### src/rtl/ep_tx_pkg.sv
package ep_tx_pkg;

  // Strobes from the control unit to the bank datapath
  typedef struct packed {
    logic wrByte;   // store one firmware byte in wrBank
    logic wrBank;
    logic arm;      // capture byte count of armBank, rewind its write pointer
    logic armBank;
    logic rdStart;  // rewind the read index
    logic rdAdv;    // step the read index
    logic rdBank;   // bank presented on the read side
  } epStrobes_t;

  typedef enum logic [1:0] {
    ST_IDLE = 2'd0,
    ST_SEND = 2'd1,
    ST_WAIT = 2'd2
  } txState_t;

endpackage

### src/rtl/ep_tx_datapath.sv
module ep_tx_datapath
  import ep_tx_pkg::*;
#(
  parameter int DATA_W = 8,
  parameter int DEPTH  = 64,
  parameter int CNT_W  = $clog2(DEPTH + 1)
) (
  input  logic              clk,
  input  logic              rstN,
  input  epStrobes_t        stb,
  input  logic [DATA_W-1:0] wrData,
  output logic [DATA_W-1:0] rdData,
  output logic [CNT_W-1:0]  curLen,
  output logic              rdLast,
  output logic              lenZero
);

  localparam int IDX_W = $clog2(DEPTH);
  localparam int NBANK = 2;

  logic [IDX_W-1:0]  rdIdx;
  logic [CNT_W-1:0]  lenArr [NBANK];
  logic [DATA_W-1:0] bankRd [NBANK];

  for (genvar b = 0; b < NBANK; b++) begin : gBank
    logic [DATA_W-1:0] store [DEPTH];
    logic [CNT_W-1:0]  ptr;
    logic [CNT_W-1:0]  len;
    logic              selWr;
    logic              selArm;
    logic              room;

    assign selWr  = stb.wrByte && (stb.wrBank == 1'(b));
    assign selArm = stb.arm && (stb.armBank == 1'(b));
    assign room   = ptr < CNT_W'(DEPTH);

    always_ff @(posedge clk) begin
      if (selWr && room) begin
        store[ptr[IDX_W-1:0]] <= wrData;
      end
    end

    always_ff @(posedge clk or negedge rstN) begin
      if (!rstN) begin
        ptr <= '0;
        len <= '0;
      end else if (selArm) begin
        len <= ptr;
        ptr <= '0;
      end else if (selWr && room) begin
        ptr <= ptr + CNT_W'(1);
      end
    end

    assign lenArr[b] = len;
    assign bankRd[b] = store[rdIdx];
  end

  always_ff @(posedge clk or negedge rstN) begin
    if (!rstN) begin
      rdIdx <= '0;
    end else if (stb.rdStart) begin
      rdIdx <= '0;
    end else if (stb.rdAdv) begin
      rdIdx <= rdIdx + IDX_W'(1);
    end
  end

  assign curLen  = lenArr[stb.rdBank];
  assign rdData  = bankRd[stb.rdBank];
  assign rdLast  = (CNT_W'(rdIdx) + CNT_W'(1)) == curLen;
  assign lenZero = (curLen == '0);

endmodule

### src/rtl/ep_tx_control.sv
module ep_tx_control
  import ep_tx_pkg::*;
(
  input  logic       clk,
  input  logic       rstN,
  input  logic       fwWrEn,
  input  logic       fwPktReady,
  input  logic       fwClearTxDone,
  input  logic       busInReq,
  input  logic       busAck,
  input  logic       busTimeout,
  input  logic       rdLast,
  input  logic       lenZero,
  output epStrobes_t stb,
  output logic [1:0] bankReady,
  output logic       txValid,
  output logic       txStart,
  output logic       nakPulse,
  output logic       txDone,
  output logic       armOverflow
);

  txState_t state;
  txState_t stateNext;
  logic     fillBank;
  logic     sendBank;
  logic     armSince;
  logic     armOk;
  logic     armRej;
  logic     accept;
  logic     nakNow;
  logic     complete;

  assign armOk    = fwPktReady && !bankReady[fillBank];
  assign armRej   = fwPktReady && bankReady[fillBank];
  assign accept   = (state == ST_IDLE) && busInReq && bankReady[sendBank];
  assign nakNow   = (state == ST_IDLE) && busInReq && !bankReady[sendBank];
  assign complete = (state == ST_WAIT) && busAck;

  always_comb begin
    stb         = '0;
    stb.wrByte  = fwWrEn && !bankReady[fillBank] && !fwPktReady;
    stb.wrBank  = fillBank;
    stb.arm     = armOk;
    stb.armBank = fillBank;
    stb.rdStart = accept;
    stb.rdAdv   = (state == ST_SEND);
    stb.rdBank  = sendBank;
  end

  always_comb begin
    stateNext = state;
    unique case (state)
      ST_IDLE: if (accept) stateNext = lenZero ? ST_WAIT : ST_SEND;
      ST_SEND: if (rdLast) stateNext = ST_WAIT;
      ST_WAIT: if (busAck || busTimeout) stateNext = ST_IDLE;
      default: stateNext = ST_IDLE;
    endcase
  end

  always_ff @(posedge clk or negedge rstN) begin
    if (!rstN) begin
      state       <= ST_IDLE;
      bankReady   <= '0;
      fillBank    <= 1'b0;
      sendBank    <= 1'b0;
      txDone      <= 1'b0;
      armSince    <= 1'b0;
      armOverflow <= 1'b0;
      nakPulse    <= 1'b0;
      txStart     <= 1'b0;
    end else begin
      state    <= stateNext;
      nakPulse <= nakNow;
      txStart  <= accept;
      for (int b = 0; b < 2; b++) begin
        if (complete && (sendBank == 1'(b))) bankReady[b] <= 1'b0;
        else if (armOk && (fillBank == 1'(b))) bankReady[b] <= 1'b1;
      end
      if (armOk) fillBank <= ~fillBank;
      if (complete) sendBank <= ~sendBank;
      if (armRej) armOverflow <= 1'b1;
      if (complete) begin
        txDone   <= 1'b1;
        armSince <= armOk;
      end else begin
        if (armOk) armSince <= 1'b1;
        if (fwClearTxDone && armSince) txDone <= 1'b0;
      end
    end
  end

  assign txValid = (state == ST_SEND);

  AST_NAK_IDLE: assert property (@(posedge clk) disable iff (!rstN)
    nakPulse |-> (!txValid && $past(bankReady) == 2'b00));

  AST_NO_OVERFLOW: assert property (@(posedge clk) disable iff (!rstN)
    (fwPktReady && bankReady == 2'b11 && !busAck) |=> $stable(bankReady) && armOverflow);

  AST_RETRY_KEEPS: assert property (@(posedge clk) disable iff (!rstN)
    (state == ST_WAIT && busTimeout && !busAck) |=> (bankReady[sendBank] && state == ST_IDLE));

  AST_DONE_ON_ACK: assert property (@(posedge clk) disable iff (!rstN)
    (state == ST_WAIT && busAck) |=> (txDone && state == ST_IDLE));

  AST_CLEAR_ORDER: assert property (@(posedge clk) disable iff (!rstN)
    $fell(txDone) |-> $past(fwClearTxDone));

  AST_OVF_STICKY: assert property (@(posedge clk) disable iff (!rstN)
    armOverflow |=> armOverflow);

endmodule

### src/rtl/pingpong_in_ep.sv
module pingpong_in_ep
  import ep_tx_pkg::*;
#(
  parameter int DATA_W = 8,
  parameter int DEPTH  = 64,
  parameter int CNT_W  = $clog2(DEPTH + 1)
) (
  input  logic              clk,
  input  logic              rstN,
  input  logic              fwWrEn,
  input  logic [DATA_W-1:0] fwWrData,
  input  logic              fwPktReady,
  input  logic              fwClearTxDone,
  input  logic              busInReq,
  input  logic              busAck,
  input  logic              busTimeout,
  output logic              txStart,
  output logic              txValid,
  output logic [DATA_W-1:0] txData,
  output logic [CNT_W-1:0]  txLen,
  output logic              nakPulse,
  output logic [1:0]        bankReady,
  output logic              txDone,
  output logic              irq,
  output logic              armOverflow
);

  epStrobes_t stb;
  logic       rdLast;
  logic       lenZero;

  ep_tx_control uCtrl (
    .clk          (clk),
    .rstN         (rstN),
    .fwWrEn       (fwWrEn),
    .fwPktReady   (fwPktReady),
    .fwClearTxDone(fwClearTxDone),
    .busInReq     (busInReq),
    .busAck       (busAck),
    .busTimeout   (busTimeout),
    .rdLast       (rdLast),
    .lenZero      (lenZero),
    .stb          (stb),
    .bankReady    (bankReady),
    .txValid      (txValid),
    .txStart      (txStart),
    .nakPulse     (nakPulse),
    .txDone       (txDone),
    .armOverflow  (armOverflow)
  );

  ep_tx_datapath #(
    .DATA_W(DATA_W),
    .DEPTH (DEPTH),
    .CNT_W (CNT_W)
  ) uData (
    .clk    (clk),
    .rstN   (rstN),
    .stb    (stb),
    .wrData (fwWrData),
    .rdData (txData),
    .curLen (txLen),
    .rdLast (rdLast),
    .lenZero(lenZero)
  );

  assign irq = txDone;

  AST_ZERO_LEN: assert property (@(posedge clk) disable iff (!rstN)
    txStart |-> (txValid == (txLen != '0)));

endmodule

### config.mk
export PLATFORM = sky130hd
export DESIGN_NAME = pingpong_in_ep
export DESIGN_NICKNAME = d
export VERILOG_FILES = /design/src/rtl/ep_tx_pkg.sv /design/src/rtl/ep_tx_datapath.sv /design/src/rtl/ep_tx_control.sv /design/src/rtl/pingpong_in_ep.sv
export SDC_FILE = /design/constraint.sdc
export NUM_CORES = 1
export LEC_CHECK = 0
export CORE_UTILIZATION = 30
export DETAILED_ROUTE_END_ITERATION = 12
export DONT_BUFFER_PORTS = 1
export GPL_TIMING_DRIVEN = 0
export SETUP_SLACK_MARGIN = 0.1
export SLEW_MARGIN = 10
export SYNTH_ARGS = -nofsm -noshare
export SYNTH_HDL_FRONTEND = slang
export SYNTH_SLANG_ARGS = --single-unit
### constraint.sdc
create_clock -name clk -period 2.9 [get_ports clk]
set_clock_uncertainty 0.15 [all_clocks]
set_input_delay 0.145 -clock clk [delete_from_list [all_inputs] [get_ports clk]]
set_output_delay 0.145 -clock clk [all_outputs]
set_load 0.02 [all_outputs]
# ---- After elaboration in Yosys (flattened, before gate mapping)
# Memory sizes are Yosys's and may differ from the RTL's.
# Index checks and enable logic that the tools add are counted.
dict set report totals {
  output_inout_bits 23
  rom_bits 0
  latch_bits 0
  n_memories 2
  elab_cells 99
  register_bits 45
  ram_bits 1024
}
# name depth word_bits rd rd_ports_with_merged_regs wr line
set memory_table {}
lappend memory_table {{uData.gBank[0].store} 64 8 1 0 1 ep_tx_datapath.sv:26} ;# logic [DATA_W-1:0] store [DEPTH];
lappend memory_table {{uData.gBank[1].store} 64 8 1 0 1 ep_tx_datapath.sv:26}
dict set report op_classes {
  n_shift 0
  n_lt_le_gt_ge 5
  add_sub_neg 4
  muxes 33
  bitwise_logic 3
  n_div 0
  reduce_logical 31
  eq_ne 6
  n_mul 0
}
# op n
set ops {}
lappend ops {{7-bit 2-to-1 mux} 7}
lappend ops {{8-bit 2-to-1 mux} 3}
lappend ops {{1-bit logical AND} 17}
lappend ops {{1-bit 2-to-1 mux} 16}
lappend ops {{7-bit by 1-bit adder with 7-bit output (second input constant)} 2}
lappend ops {{7-bit less-than comparator (second input constant)} 2}
lappend ops {{2-bit nonzero test} 7}
lappend ops {{6-bit 2-to-1 mux} 2}
lappend ops {{2-bit 2-to-1 mux} 4}
lappend ops {{6-bit by 1-bit adder with 7-bit output (second input constant)} 1}
lappend ops {{7-bit == test} 1}
lappend ops {{7-bit logical NOT} 1}
lappend ops {{6-bit by 1-bit adder with 6-bit output (second input constant)} 1}
lappend ops {{2-bit case mux with 3 select lines} 1}
lappend ops {{1-bit by 2-bit less-than comparator with 1-bit output (second input constant)} 2}
lappend ops {{2-bit by 1-bit != test with 1-bit output (second input constant)} 2}
lappend ops {{1-bit logical NOT} 3}
lappend ops {{3-bit AND reduction} 1}
lappend ops {{2-bit by 1-bit == test with 1-bit output (second input constant)} 1}
lappend ops {{2-bit == test (second input constant)} 1}
lappend ops {{2-bit >= comparator (second input constant)} 1}
lappend ops {{2-bit logical NOT} 1}
lappend ops {{2-bit != test (second input constant)} 1}
lappend ops {{1-bit NOT} 2}
lappend ops {{2 further kinds} 2}

# ---- Logic depth before layout (Yosys ltp)
# Gate-level depths: netlist (run 1).
dict set report depth {
  ltp_word 9
  depth_mapped 10
  mapped_depth_nobuf 7
}

# ---- Modules after synthesis
# A second synthesis (run 1) with hierarchy kept.
dict set report hier_totals {
  hier_cells 1923
  hier_area_um2 41758.8
}
# module area_per_inst_um2 cells_per_inst n_inst
set by_module_without_submodules {}
lappend by_module_without_submodules {ep_tx_datapath 41242.1 1876 1}
lappend by_module_without_submodules {ep_tx_control 509.2 46 1}
lappend by_module_without_submodules {pingpong_in_ep 7.5 1 1}

# ---- Least setup slack after synthesis (run 1)
# No wires, ideal clock.
dict set report synth_timing {
  path_type {reg-to-reg}
  startpoint {register uCtrl.bankReady[1]}
  endpoint {memory uData.gBank[1].store[62][0], enable pin}
  path_buffers 0
  slack_ps 451
  stages_incl_launch_ff 5
  synth_period_minus_slack_ps 2449
  setup_time_ps 371
  arrival_ps 1929
  required_ps 2379
  path_cell_list {dfrtp_1 > nor4b_4 > nor2b_1 > nand3_1 > nor2_1}
}
dict set report synth_between {
  elab_chain_len 9
}
# item line
set synth_rtl {}
lappend synth_rtl {{start: declaration} ep_tx_control.sv:15} ;# output logic [1:0] bankReady,
lappend synth_rtl {{start signal: assignment} ep_tx_control.sv:64} ;# bankReady <= '0;
lappend synth_rtl {{start signal: indexed assignment} ep_tx_control.sv:77} ;# if (complete && (sendBank == 1'(b))) bankReady[b] <= 1'b0;
lappend synth_rtl {{start signal: indexed assignment} ep_tx_control.sv:78} ;# else if (armOk && (fillBank == 1'(b))) bankReady[b] <= 1'b1;
lappend synth_rtl {{1-bit 2-to-1 mux (not written as such) (2 in series)} ep_tx_control.sv:42} ;# stb.wrByte = fwWrEn && !bankReady[fillBank] && !fwPktReady;
lappend synth_rtl {{1-bit logical NOT} ep_tx_control.sv:42}
lappend synth_rtl {{1-bit logical AND (2 in series)} ep_tx_control.sv:42}
lappend synth_rtl {{1-bit logical AND} ep_tx_datapath.sv:33} ;# assign selWr = stb.wrByte && (stb.wrBank == 1'(b));
lappend synth_rtl {{1-bit logical AND} ep_tx_datapath.sv:38} ;# if (selWr && room) begin
lappend synth_rtl {{1-bit 2-to-1 mux} ep_tx_datapath.sv:38}
lappend synth_rtl {{1-bit 2-to-1 mux (not written as such)} ep_tx_datapath.sv:39} ;# store[ptr[IDX_W-1:0]] <= wrData;
lappend synth_rtl {{end: declaration} ep_tx_datapath.sv:26}
# No other way between the ends. The select of a mux whose other input is x is not followed.

# ---- Worst setup path after layout (run 1)
dict set report layout_timing {
  startpoint {register uData.rdIdx[0]}
  endpoint {output port txData[4]}
}
dict set report layout_between {
  elab_chain_len 4
  word_cells_on_any_way 5
}
# item line
set layout_rtl {}
lappend layout_rtl {{start: declaration} ep_tx_datapath.sv:21} ;# logic [IDX_W-1:0] rdIdx;
lappend layout_rtl {{start signal: assignment} ep_tx_datapath.sv:65} ;# rdIdx <= rdIdx + IDX_W'(1);
lappend layout_rtl {{memory read 64 x 8 bit} n/a}
lappend layout_rtl {{8-bit 2-to-1 mux (not written as such) * (3 in series)} ep_tx_datapath.sv:70} ;# assign rdData = bankRd[stb.rdBank];
lappend layout_rtl {{end: declaration} pingpong_in_ep.sv:19} ;# output logic [DATA_W-1:0] txData,
# Mark *: on every way between the ends. The rest lies on a longest branch, timed or not. The select of a mux whose other input is x is not followed.

==> results.txt, run 1 <==
The total global routing track utilization is between 10% and 20%. The total number of clock tree sinks came out at approximately 1100. The area of the core is ~140000 µm². The quantity of I/O buffers inserted on ports is 0.

In this run the power density over the cells is between 800 and 900 nW/µm². Summed over all layers, the global routing overflow is 0. The first TritonRoute pass finished after 5 iterations. The power share of the sequential group is around two fifths.

Yosys instantiated no cell more often than sky130_fd_sc_hd__edfxtp_1. The share of the clock period used by the worst path is 118%. The synthesized netlist occupies a cell area of around 42000 µm².

The checks that failed: setup timing. The most used flip-flop cell after synthesis is sky130_fd_sc_hd__edfxtp_1. The total setup violations reported at the end of the flow is 8. The number of endpoints with negative hold slack in the final report is 0. From bottom edge to top edge, the die measures between 300 and 400 µm. Buffers inserted during clock tree synthesis total roughly 110. The largest fanout on the critical path is 8.

The synthesized design spends more area on one cell type than any other, namely sky130_fd_sc_hd__edfxtp_1. The H-tree depth came out at 3. The arrival time at the worst endpoint is approximately 3.1 ns. The vias after detailed routing is 21767.

The required time of the critical path came out at around 2.6 ns. The initial antenna violation count is 3. In this run the worst hold path is classified as in -> reg. The clock tree from TritonCTS is done. The type of the worst setup path is reg -> out.

Wires add up to between 100000 and 150000 µm. Yosys mapped a number of flops with a built-in enable equal to 1024. The met1 usage is slightly above 20%.

The number of synthesis warnings came out at 0. The fraction of met2 tracks used by global routing is between 20% and 30%. The fraction of registers with async set or reset after synthesis is roughly 4.2%. The vias per cell came out at 5.02. The worst setup slack for register-to-register paths came out at 0.13 ns. The shortest period the worst path allows is 3.42 ns. The fraction of the core area covered by cells at the end of the flow came out at ~37%.

Internal power comes to 31000 µW. After technology mapping, the gate count stands at between 2000 and 2500. The share of post-route cells with drive strength above 1 came out at a little over a third. The global-route wire length before repair is roughly 150000 µm.

The global routing stage identified its most utilized layer as met2. The root buffer cell chosen for the clock tree is sky130_fd_sc_hd__clkbuf_16. The relative contribution of the clock network to total power is roughly 32%. The number of max-cap violations came out at 0. The final weighted congestion in routability-driven placement came out at around 0.90. The largest net degree at the start of global routing came out at between 100 and 150. The share of Yosys cell area claimed by the top area cell type is between 70% and 80%. The headroom to the max-slew limit came out at between 10% and 20%. The net total in the final layout is around 2400. The count of nets left with antenna violations once routing finished came out at 0.

The layout has 12656 filler cells. The number of global-route vias before repair came to 21675. The worst setup path is launched from a flip-flop. The switching power as a share of total power came out at 29.4%. The endpoint kind of the worst setup timing path is an output port. The fraction of power consumed by combinational cells came out at ~28%. The initial detailed-routing violation count is between 2000 and 2500.

The die footprint is ~140000 µm². The static leakage power is about 0.016 µW. The effective utilization at floorplan came out at between 30% and 40%. The clock transition at the register clock pins on the worst setup and hold paths after CTS came out at roughly 0.060 ns. The count of pins over their slew limit is 0. In the synthesized netlist, the cells that appear most often are sky130_fd_sc_hd__edfxtp_1 (1024), sky130_fd_sc_hd__mux4_2 (192), sky130_fd_sc_hd__nor2_1 (191). The final worst setup slack is -0.522 ns. The synthesized area per cell came out at approximately 19 µm². The final instance area is about 52000 µm².

The peak supply drop came out at 0.546 mV. The instance area after placement came out at roughly 45000 µm². The signed area change from the synthesized netlist to the final layout is 24.0%.

Static timing analysis puts the maximum clock frequency at roughly 290 MHz. The distinct cell type count of the synthesized netlist came out at between 40 and 50. The half-perimeter wire length of the detailed placement result is roughly 66000 µm. The transition at the pin with the smallest max-transition slack came out at 1.21 ns. The global routing usage on met3 is approximately 2.7%.

The net count of the mapped netlist is 2189. Ranked by total cell area, the synthesized netlist is headed by sky130_fd_sc_hd__edfxtp_1 (73%), sky130_fd_sc_hd__mux4_2 (10%), sky130_fd_sc_hd__mux2i_1 (3.8%), sky130_fd_sc_hd__dfrtp_1 (2.7%), sky130_fd_sc_hd__nor2_1 (1.7%). The flow ran to the end, but the final reports show violations. The switching power summed over all nets came out at 12900 µW. Counting flops and latches in the post-synthesis netlist gives 1069. The clock reaches the later pin of the worst-skew pair after 0.70 ns. The sequential share of the synthesized area is roughly 76%. The number of placement rows came out at 137. The number of top-level pins came out at 39.

In the routed design, unresolved DRC markers number 0. The longest clock path from root to sink contains 3 buffers. After detailed routing, the average wire length per cell comes to about 25 µm.

Setup repair after global routing could not meet its margin everywhere. The antenna diode count is 0. The floorplan step set the die width to between 300 and 400 µm.
flip-flops by register name, summed over array words and instances, names as in the netlist, 2 cells and up:
signal             count
uData.gBank.store   1024
uData.gBank.len       14
uData.gBank.ptr       14
uData.rdIdx            6
uCtrl.bankReady        2
uCtrl.state            2
through the flow:
stage	hold slack (ns)	setup slack (ns)	instances	TNS [ns]	power (µW)
floorplan	-0.301	0.451	2170	0	24200
global placement	-0.299	-1.28	4046	-642.22	26900
detailed placement	-0.300	-1.33	4046	-675.81	26900
CTS	0.0137	-0.566	4286	-194.45	42800
global route	0.0547	-0.563	4338	-4.30	45200
finish	0.0532	-0.522	4338	-3.95	43800
area by class of cell:
type	count	area, µm²	area share [%]
multi-input combinational	962	11800	22.5
tap	1876	2350	4.49
clock buffer	125	2770	5.29
clock inverter	74	832	1.59
buffer	126	1280	2.45
inverter	10	37.5	0.0718
timing repair buffer	96	1360	2.61
sequential	1069	31900	61.0
final timing paths:
kind,from,to,depth (start not counted)
max reg2reg,uCtrl.bankReady[0],uData.gBank[0].store[62][4],7
min in group asynchronous,rstN,uData.gBank[1].ptr[0],4
min,fwPktReady,uCtrl.armOverflow,2
min reg2reg,uData.gBank[1].len[1],uData.gBank[1].len[1],2
max,uData.rdIdx[0],txData[4],10
max in group asynchronous,rstN,uData.gBank[0].len[5],4
critical path: stages (launching register included):
cell and delay [ns]:
sky130_fd_sc_hd__dfrtp_1 0.41, sky130_fd_sc_hd__buf_12 0.17, sky130_fd_sc_hd__buf_16 0.16, sky130_fd_sc_hd__buf_16 0.18, sky130_fd_sc_hd__buf_12 0.14, sky130_fd_sc_hd__mux2i_1 0.12
sky130_fd_sc_hd__o22ai_1 0.20, sky130_fd_sc_hd__nor3_2 0.10, sky130_fd_sc_hd__a211oi_2 0.40, sky130_fd_sc_hd__o22ai_4 0.19, sky130_fd_sc_hd__o21ai_4 0.32
power by group through the flow:
stage | Sequential [µW] | Combinational [µW] | Clock (µW)
floorplan | 17500 | 6650 | 0
global placement | 17600 | 9280 | 0
detailed placement | 17600 | 9330 | 0
CTS | 17300 | 11200 | 14300
global route | 17400 | 12900 | 14900
finish | 17300 | 12400 | 14100
kinds of logic after synthesis:
family | after synthesis | synth area share, %
buffers and inverters | 139 | 2.24
muxes | 362 | 14.3
DFF | 1069 | 75.6
xor gates and xnor gates | 19 | 0.412
AOI/OAI and AO/OA | 215 | 3.44
and+or+nand+nor | 363 | 3.89
adders and majority gates | 3 | 0.0890
cells in the final DEF, fill, tap and decap left out, drive strengths merged, types with 9 or more instances in the layout:
master          n
xnor2          13
inv            13
clkinv         52
o22ai          57
nor4           18
a21oi          28
mux2           12
dfrtp          45
mux4          192
mux2i         158
bufinv         15
nand3          16
buf           146
nand2b         13
edfxtp       1024
clkbuf        175
dlygate4sd3    25
nand2          54
nor3           29
a211oi         16
a22oi          64
and3            9
o21ai          19
nor2          191
metal layers:
layer	up-vias	part of all wire (%)	wire length [µm]
met2	763	48	51400
met5	-	0	0
met1	11549	42	45700
met4	0	3.2	3450
li1	9276	-	-
met3	179	7.0	7600
repair_timing:
| item | in CTS | in global routing |
|---|---|---|
| endpoints found under the hold margin | 1111 | 0 |
| gates cloned | 2 | 8 |
| resized for setup | 415 | 268 |
| hold buffers | 35 | 0 |
| buffers inserted | 5 | 46 |
| pin swaps | 60 | 61 |
| setup endpoints to repair | 1034 | 985 |
Power figures use the tool's default switching activity.
==> inputs of run 2 (changes only) <==
Settings changed: CORE_UTILIZATION 30 to 44, RECOVER_POWER set to 50.
==> run 2 against run 1 <==
Against the previous run: the run ends with capacitance limit, slew limit, setup timing left; hold slack improved by 0.0041 ns; clock power fell by 3%; design area fell by 3.5%; global-route usage rose by 7.2 points; critical path depth rose by 1; largest cell class unchanged.
==> results.txt, run 2 (synthesized netlist as in run 1, its figures left out) <==
The number of endpoints with negative hold slack in the final report came to 0. The share of post-route cells with drive strength above 1 is between 30% and 40%. The power share of the sequential group is roughly two fifths. The cell occurring most often along the worst timing path is sky130_fd_sc_hd__buf_12. The largest stage delay on the critical path came out at 0.41 ns. The cell family with the largest share of critical-path delay is compound AO/OA/AOI/OAI gates. The area of the multi-input gates is 11400 µm².

The net total in the final layout came out at ~2400. Clock latency on the worst-skew pair, taken at its later pin, is just under 0.7 ns. The final reports fail on capacitance limit, slew limit, setup timing. The register cell area after layout is roughly 32000 µm². The total global routing track utilization came out at 22.1%. The worst setup slack for register-to-register paths came out at around 0.070 ns. The total of fill cells in the finished design is 7390.

The length in cells of the worst reg-to-reg path is 6. The headroom to the max-slew limit is -83.4%. Entering global routing, the biggest net connects 129 pins. The peak supply drop came out at 0.510 mV. The largest fanout on the critical path is 10.

The area of the core is approximately 95000 µm². The count of pins over their slew limit is approximately 1000. The height of the die is slightly above 300 µm. CTS saw 1069 sinks.

The vias after detailed routing is approximately 22000. The TritonCTS buffer count is between 100 and 150. The slowest stage of the critical path belongs to the cell sky130_fd_sc_hd__dfrtp_1.

The shortest period the worst path allows is 3.46 ns. The H-tree depth came out at 3. The worst setup slack before clock tree synthesis is -0.929 ns.

The total negative setup slack is -4.22 ns. The total setup violations reported at the end of the flow came out at 8. The flip-flop count of the largest register, all copies and words added is just over 1000. The aggregate global routing overflow came out at 0. In this run the count of I/O pins placed on the die edge is 39.

The count of buffers added on input and output ports is 0. At the end of routability-driven placement, the weighted congestion stood at roughly 1. The static leakage power came out at about 0.016 µW. In the layout the commonest cells are sky130_fd_sc_hd__edfxtp_1 (1024), sky130_fd_sc_hd__mux4_2 (192), sky130_fd_sc_hd__mux2i_1 (146). The final critical path takes up 119% of the cycle. Summed over all nets, the half-perimeter wirelength after detailed placement is between 60000 and 70000 µm. The initial antenna violation count is 0. The flow ran to the end, but the final reports show violations. The first TritonRoute pass finished after 5 iterations. The antenna diode count came out at 0. Combinational cells account for 27.9% of the total power. Summed over all nets, the switching power comes to about 13000 µW. The worst hold path belongs to the class in -> reg. In this run switching power makes up between 20 and 30% of total power. The total wire length after detailed routing came out at 108000 µm. The die footprint came out at a little under 100000 µm². The power per cell area is 854 nW/µm². The upper clock frequency limit came out at a little under 300 MHz. The hold path depth came out at 2. In this run the deepest clock path goes through 3 buffers. The clock transition at the register clock pins on the worst setup and hold paths after CTS came out at ~0.060 ns.

The library cell used most frequently in the layout, excluding fill and tap cells, is sky130_fd_sc_hd__edfxtp_1. The wire length per cell is slightly below 30 µm. Setup repair after global routing could not meet its margin everywhere. In the routed design, unresolved DRC markers number 0. The reg-to-reg critical path endpoint is uData.gBank[1].store[5][2].

The beginning of the worst hold path is fwPktReady. The die span in x came out at just over 300 µm. In the routed layout, each cell is associated on average with a via count of around 6. The number of max-cap violations is 8. The tightest hold margin is between 0.05 and 0.06 ns. The final worst setup slack is -0.562 ns. The initial utilization of the core area, before any placement, comes to ~44%. Data on the critical path arrives at its endpoint at roughly 3.2 ns.

The transition at the pin with the smallest max-transition slack is roughly 2.8 ns. The overall power after layout is ~43000 µW. STA classifies the critical path endpoint as an output port. The internal portion of the total power is 30400 µW.

The setup path with the least slack is of type reg -> out. The signed area change from the synthesized netlist to the final layout is 19.6%. Counting both buffers and inverters, the worst setup path holds a total of 5. The global-route wire length before repair is between 150000 and 200000 µm. The clock network is responsible for about a third of the overall power. The startpoint of the worst register-to-register path is uCtrl.fillBank. TritonCTS built the clock tree. The path with the worst hold slack has its endpoint at uCtrl.armOverflow.

The required time of the critical path came out at about 2.6 ns. The tree is rooted in a sky130_fd_sc_hd__clkbuf_16. The critical path goes through buf_12, buf_12, buf_16, buf_16, buf_12, mux2i_2, o22ai_2, nor3_2, a221oi_2, o22ai_2, o21ai_4.

The number of antenna-violating nets in the routed design is 0. The number of placement rows came out at ~110. After the first detailed-routing iteration, the DRC count stood at approximately 2300. The number of global-route vias before repair is roughly 22000. STA classifies the critical path startpoint as a flip-flop.
[run 2: changes by cell type in the layout (fill, tap and decap cells not counted), moves of 9 or more]
cell,change
sky130_fd_sc_hd__buf_16,-10
sky130_fd_sc_hd__buf_4,-16
sky130_fd_sc_hd__clkbuf_1,+12
sky130_fd_sc_hd__mux2i_1,+11
sky130_fd_sc_hd__nor3_1,+12
sky130_fd_sc_hd__nor4_2,+9
sky130_fd_sc_hd__nor4_4,-9
[run 2: layout make-up]
| type | instances | share of cell area, % |
|---|---|---|
| sequential | 1069 | 63.2 |
| multi-input combinational | 962 | 22.6 |
| clock buffer | 134 | 5.55 |
| tap | 1265 | 3.14 |
| buffer | 129 | 2.63 |
| timing repair buffer | 67 | 1.44 |
| clock inverter | 61 | 1.34 |
| inverter | 10 | 0.0744 |
[run 2: worst max-delay path by stage]
stage                       startpoint                           to  slack [ns]  cells after the start
finish                  uData.rdIdx[0]                    txData[3]       -0.56                     11
global route            uData.rdIdx[0]                    txData[7]       -0.59                      9
CTS                     uData.rdIdx[0]                    txData[2]       -0.56                      9
detailed placement      uData.rdIdx[2]                    txData[2]       -0.93                      8
global placement        uData.rdIdx[2]                    txData[2]       -0.93                      8
floorplan           uCtrl.bankReady[1]  uData.gBank[1].store[62][0]        0.45                      4
[run 2: repair_timing]
item	in CTS	in global routing
buffers inserted	15	19
resized for setup	496	116
setup endpoints to repair	1008	821
endpoints found under the hold margin	1111	0
pin swaps	49	29
gates cloned	1	4
hold buffers	28	0
[run 2: power groups by stage]
| stage | sequential (µW) | combinational [µW] | clock, µW |
|---|---|---|---|
| after floorplan | 17500 | 6650 | 0 |
| after global placement | 17600 | 9420 | 0 |
| after detailed placement | 17600 | 9470 | 0 |
| after CTS | 17300 | 11400 | 13900 |
| after global routing | 17400 | 12500 | 14400 |
| final | 17300 | 12000 | 13700 |
[run 2: routing by layer]
metal,track usage (%),share of wire (%),up-vias
met5,0,0,-
met1,30.8,42,11529
met4,7.45,3.0,0
met2,34.6,47,897
met3,4.83,7.9,182
li1,-,-,9215
[run 2: through the flow]
step / cell area [µm²] / util (%) / cells
after floorplan: 42200 / - / 2170
after global placement: 43700 / 46.0 / 3435
after detailed placement: 43700 / 46.0 / 3435
after CTS: 49800 / 52.4 / 3674
after global routing: 50400 / 53.1 / 3697
final: 50400 / 53.1 / 3697
==> inputs of run 3 (changes only) <==
Settings changed: CORE_MARGIN set to 1.5, RECOVER_POWER 50 to not set, SYNTH_HIERARCHICAL set to 1.
==> run 3 against run 2 <==
Against the previous run: design area increased by 3.7%; critical path depth did not move; clock-buffer cell count rose by 2; flip-flop and latch count unchanged; synthesized cell count fell by 11%; hold slack better by 0.085 ns; non-clock buffer count increased by 101; the run ends with setup timing left; highest routed layer unchanged; die area decreased by 0.31%.
==> results.txt, run 3 <==
The checks that failed: setup timing. By instance count, the leading cell after synthesis is sky130_fd_sc_hd__edfxtp_1. Measured in cells, the most critical reg-to-reg path has a length of 11. For the worst setup path, the data arrival time is approximately 3.3 ns. IR analysis of the VDD net gives a maximum drop of 0.469 mV. The height of the die is around 310 µm. The number of endpoints with negative hold slack in the final report is 0. The upper clock frequency limit is 279 MHz. The die footprint came out at slightly below 100000 µm². The net total in the final layout is 2241. The initial antenna violation count came out at 0. The met3 wire length is 8890 µm. The clock network latency to the later pin of the worst-skew pair is 0.68 ns. The initial detailed-routing violation count is ~2800. Synthesis inferred roughly 1100 register bits. The vias per cell is around 6. The largest fanout on the critical path is 10.

The share of Yosys cell area claimed by the top area cell type is between 70% and 80%. The total buffers and inverters traversed by the critical path came out at 5. Ranked by total cell area, the synthesized netlist is headed by sky130_fd_sc_hd__edfxtp_1 (74%), sky130_fd_sc_hd__mux4_2 (16%), sky130_fd_sc_hd__dfrtp_1 (2.7%), sky130_fd_sc_hd__nor2_1 (1.5%), sky130_fd_sc_hd__o22ai_1 (0.55%). The flip-flop count of the largest register, all copies and words added is about 1000.

The number of max-cap violations came out at 0. The net count of the mapped netlist came out at 1942. The synthesized area per cell came out at 21.7 µm².

The effective utilization at floorplan is between 40 and 50%. The fraction of registers with async set or reset after synthesis came out at between 4 and 5%. The final weighted congestion in routability-driven placement came out at between 0.9 and 1.

The largest stage delay on the critical path came out at roughly 0.40 ns. The number of iterations in the first detailed-routing pass is 5. The headroom to the max-slew limit came out at 27.9%. The H-tree depth came out at 3. The commonest cells after synthesis are sky130_fd_sc_hd__edfxtp_1 (1024), sky130_fd_sc_hd__mux4_2 (304), sky130_fd_sc_hd__nor2_1 (164). sky130_fd_sc_hd__edfxtp_1 takes more of the synthesized area than any other cell.

After legalization and detailed placement, the total HPWL measured between 60000 and 70000 µm. Setup total negative slack on the finished layout was measured at -49.20 ns. Dividing the final minimum period by the clock period gives 123%. The overall power after layout came out at 39700 µW. The critical path goes through buf_12, buf_16, buf_16, buf_16, buf_12, mux2i_2, o22ai_1, nor4_1, a21oi_1, o221ai_2, o21ai_4. The distinct cell type count of the synthesized netlist is 50. The antenna diode count is 0. Counting buffers and inverters, the worst setup path is 11 cells deep. The area growth from synthesis to layout is 25.3%. The vias after detailed routing came out at roughly 21000. The total number of clock tree sinks came out at 1069. The number of placement rows is around 110.

The share of post-route cells with drive strength above 1 came out at a little over two fifths. Entering global routing, the biggest net connects approximately 130 pins. The number of synthesis warnings is 6. The count of pins over their slew limit was 0.

The sequential share of the synthesized area came out at 76.3%. The required time of the critical path is around 2.6 ns. The root buffer selected by CTS is sky130_fd_sc_hd__clkbuf_16. The static leakage power came out at 0.0162 µW.

The dominant register cell in the synthesized netlist is sky130_fd_sc_hd__edfxtp_1. The wire length per cell is ~31 µm. In the post-route analysis, the smallest setup slack over all paths is -0.680 ns.

Setup repair after global routing could not meet its margin everywhere. The class of the worst hold path is in -> reg. After global routing the overflow that remains totals 0. TritonCTS built the clock tree. The transition at the pin with the smallest max-transition slack is 1.08 ns. In the routed design, unresolved DRC markers number 0. The number of antenna-violating nets in the routed design came out at 0.

The number of top-level pins is 39. Summed over all layers, the routed wires come to between 100000 and 150000 µm. The number of enable-type register cells in the synthesized netlist came out at 1024. Among the stages of the critical path, the cell type that occurs most often is sky130_fd_sc_hd__buf_16. The worst setup slack before clock tree synthesis is -1.70 ns.

The worst setup path is captured at an output port. The worst setup path is launched from a flip-flop. The netlist area before placement came out at between 40000 and 50000 µm². The global-route wire length before repair is about 160000 µm.

In the layout the commonest cells are sky130_fd_sc_hd__edfxtp_1 (1024), sky130_fd_sc_hd__mux4_2 (304), sky130_fd_sc_hd__nor2_4 (129). Broken down by cell family, the worst path's largest delay share belongs to buffers and inverters. Leaving out fill and tap cells, the most frequent cell in the layout is sky130_fd_sc_hd__edfxtp_1. The total setup violations reported at the end of the flow came out at 444. The TritonCTS buffer count came out at 107. The total global routing track utilization is between 20% and 30%.

For this design, the slowest cell found on the critical path is sky130_fd_sc_hd__dfrtp_1. Subtracting the final worst setup slack from the clock period gives between 3 and 4 ns. The total met2 wirelength after detailed routing is around 54000 µm. The critical path is of the reg -> out type. The detailed router used layers up to and including met4. The floorplan step defined a core boundary enclosing 93600 µm². The power per cell area came out at between 700 and 800 nW/µm². The cell count after synthesis came out at about 1900. The run finished, with violations left. In this run the horizontal extent of the chip is 311 µm. The clock transition at the register clock pins on the worst setup and hold paths after CTS is 0.06 ns. The hold path depth came out at 2. The met1 layer wirelength in the final routing is about 44000 µm. The quantity of I/O buffers inserted on ports is 0. The number of buffers between clock root and the deepest sink is 3.

The number of global-route vias before repair is around 22000.
==> run 3: cell types whose count changed after synthesis, sizes merged, moves of 9 or more <==
cell,previous run,this run
a211oi,16,0
nor2,191,164
a21oi,28,13
mux2i,158,23
buf,77,64
o21ai,19,8
nand2b,13,2
a22oi,64,8
clkbuf,52,43
o22ai,57,37
nor3,29,2
mux4,192,304
==> run 3: worst paths after layout <==
path	endpoint	from	slack (ns)
worst max-delay path	txData[7]	uData/rdIdx[0]	-0.68
worst min-delay path	uCtrl/txStart	busInReq	0.14
worst max register to register	uData/gBank[0].store[50][5]	uCtrl/bankReady[0]	-0.18
worst min register to register	uData/gBank[1].len[5]	uData/gBank[1].len[5]	0.33
max in group asynchronous	uCtrl/bankReady[0]	rstN	1.89
min in group asynchronous	uCtrl/armSince	rstN	0.43
==> run 3: layout make-up <==
type	count	area, µm²
multi-input cells	735	11000
clock inverters	61	681
well taps	1254	1570
repair buffers	192	3150
plain buffers	105	1100
flip-flops and latches	1069	31900
clock buffers	136	2850
inverters	12	45.0
fillers	6788	41300
==> run 3: through the flow <==
step	hold slack (ns)	std cells	instance area, µm²	util [%]
after floorplan	-0.301	1923	41800	-
after global placement	-0.295	3177	43400	46.3
after detailed placement	-0.296	3177	43400	46.4
after CTS	0.102	3539	51700	55.2
after global routing	0.133	3564	52300	55.9
final	0.143	3564	52300	55.9
==> run 3: cell families after synthesis <==
logic type      count (synthesis)  synth area share, %
compound gates                 78                 1.20
flops                        1069                 76.3
mux                           341                 17.3
xor+xnor                       21                0.440
simple gates                  292                 3.07
fa+ha+maj                       3               0.0899
buf+inv                       119                 1.54
==> run 3: report_power, final <==
part	internal (µW)	total, µW	switching, µW	leakage (µW)
Sequential	17100	17300	217	0.00980
Combinational	3810	8440	4630	0.00465
Clock	8110	13900	5830	0.00173
Total	29000	39700	10700	0.0162
==> run 3: timing repair <==
| action | in CTS | in global routing |
|---|---|---|
| hold buffers | 28 | 0 |
| gates cloned | 4 | 1 |
| hold endpoints to repair | 1091 | 0 |
| pin swaps | 103 | 37 |
| gates resized for setup | 524 | 62 |
| setup endpoints to repair | 1053 | 867 |
| setup buffers | 135 | 24 |
==> run 3: metal layers <==
metal / global-route usage (%) / up-vias
met4: 8.22 / 0
met3: 4.43 / 192
met1: 31.5 / 11504
li1: - / 8643
met5: 0 / -
met2: 37.5 / 970
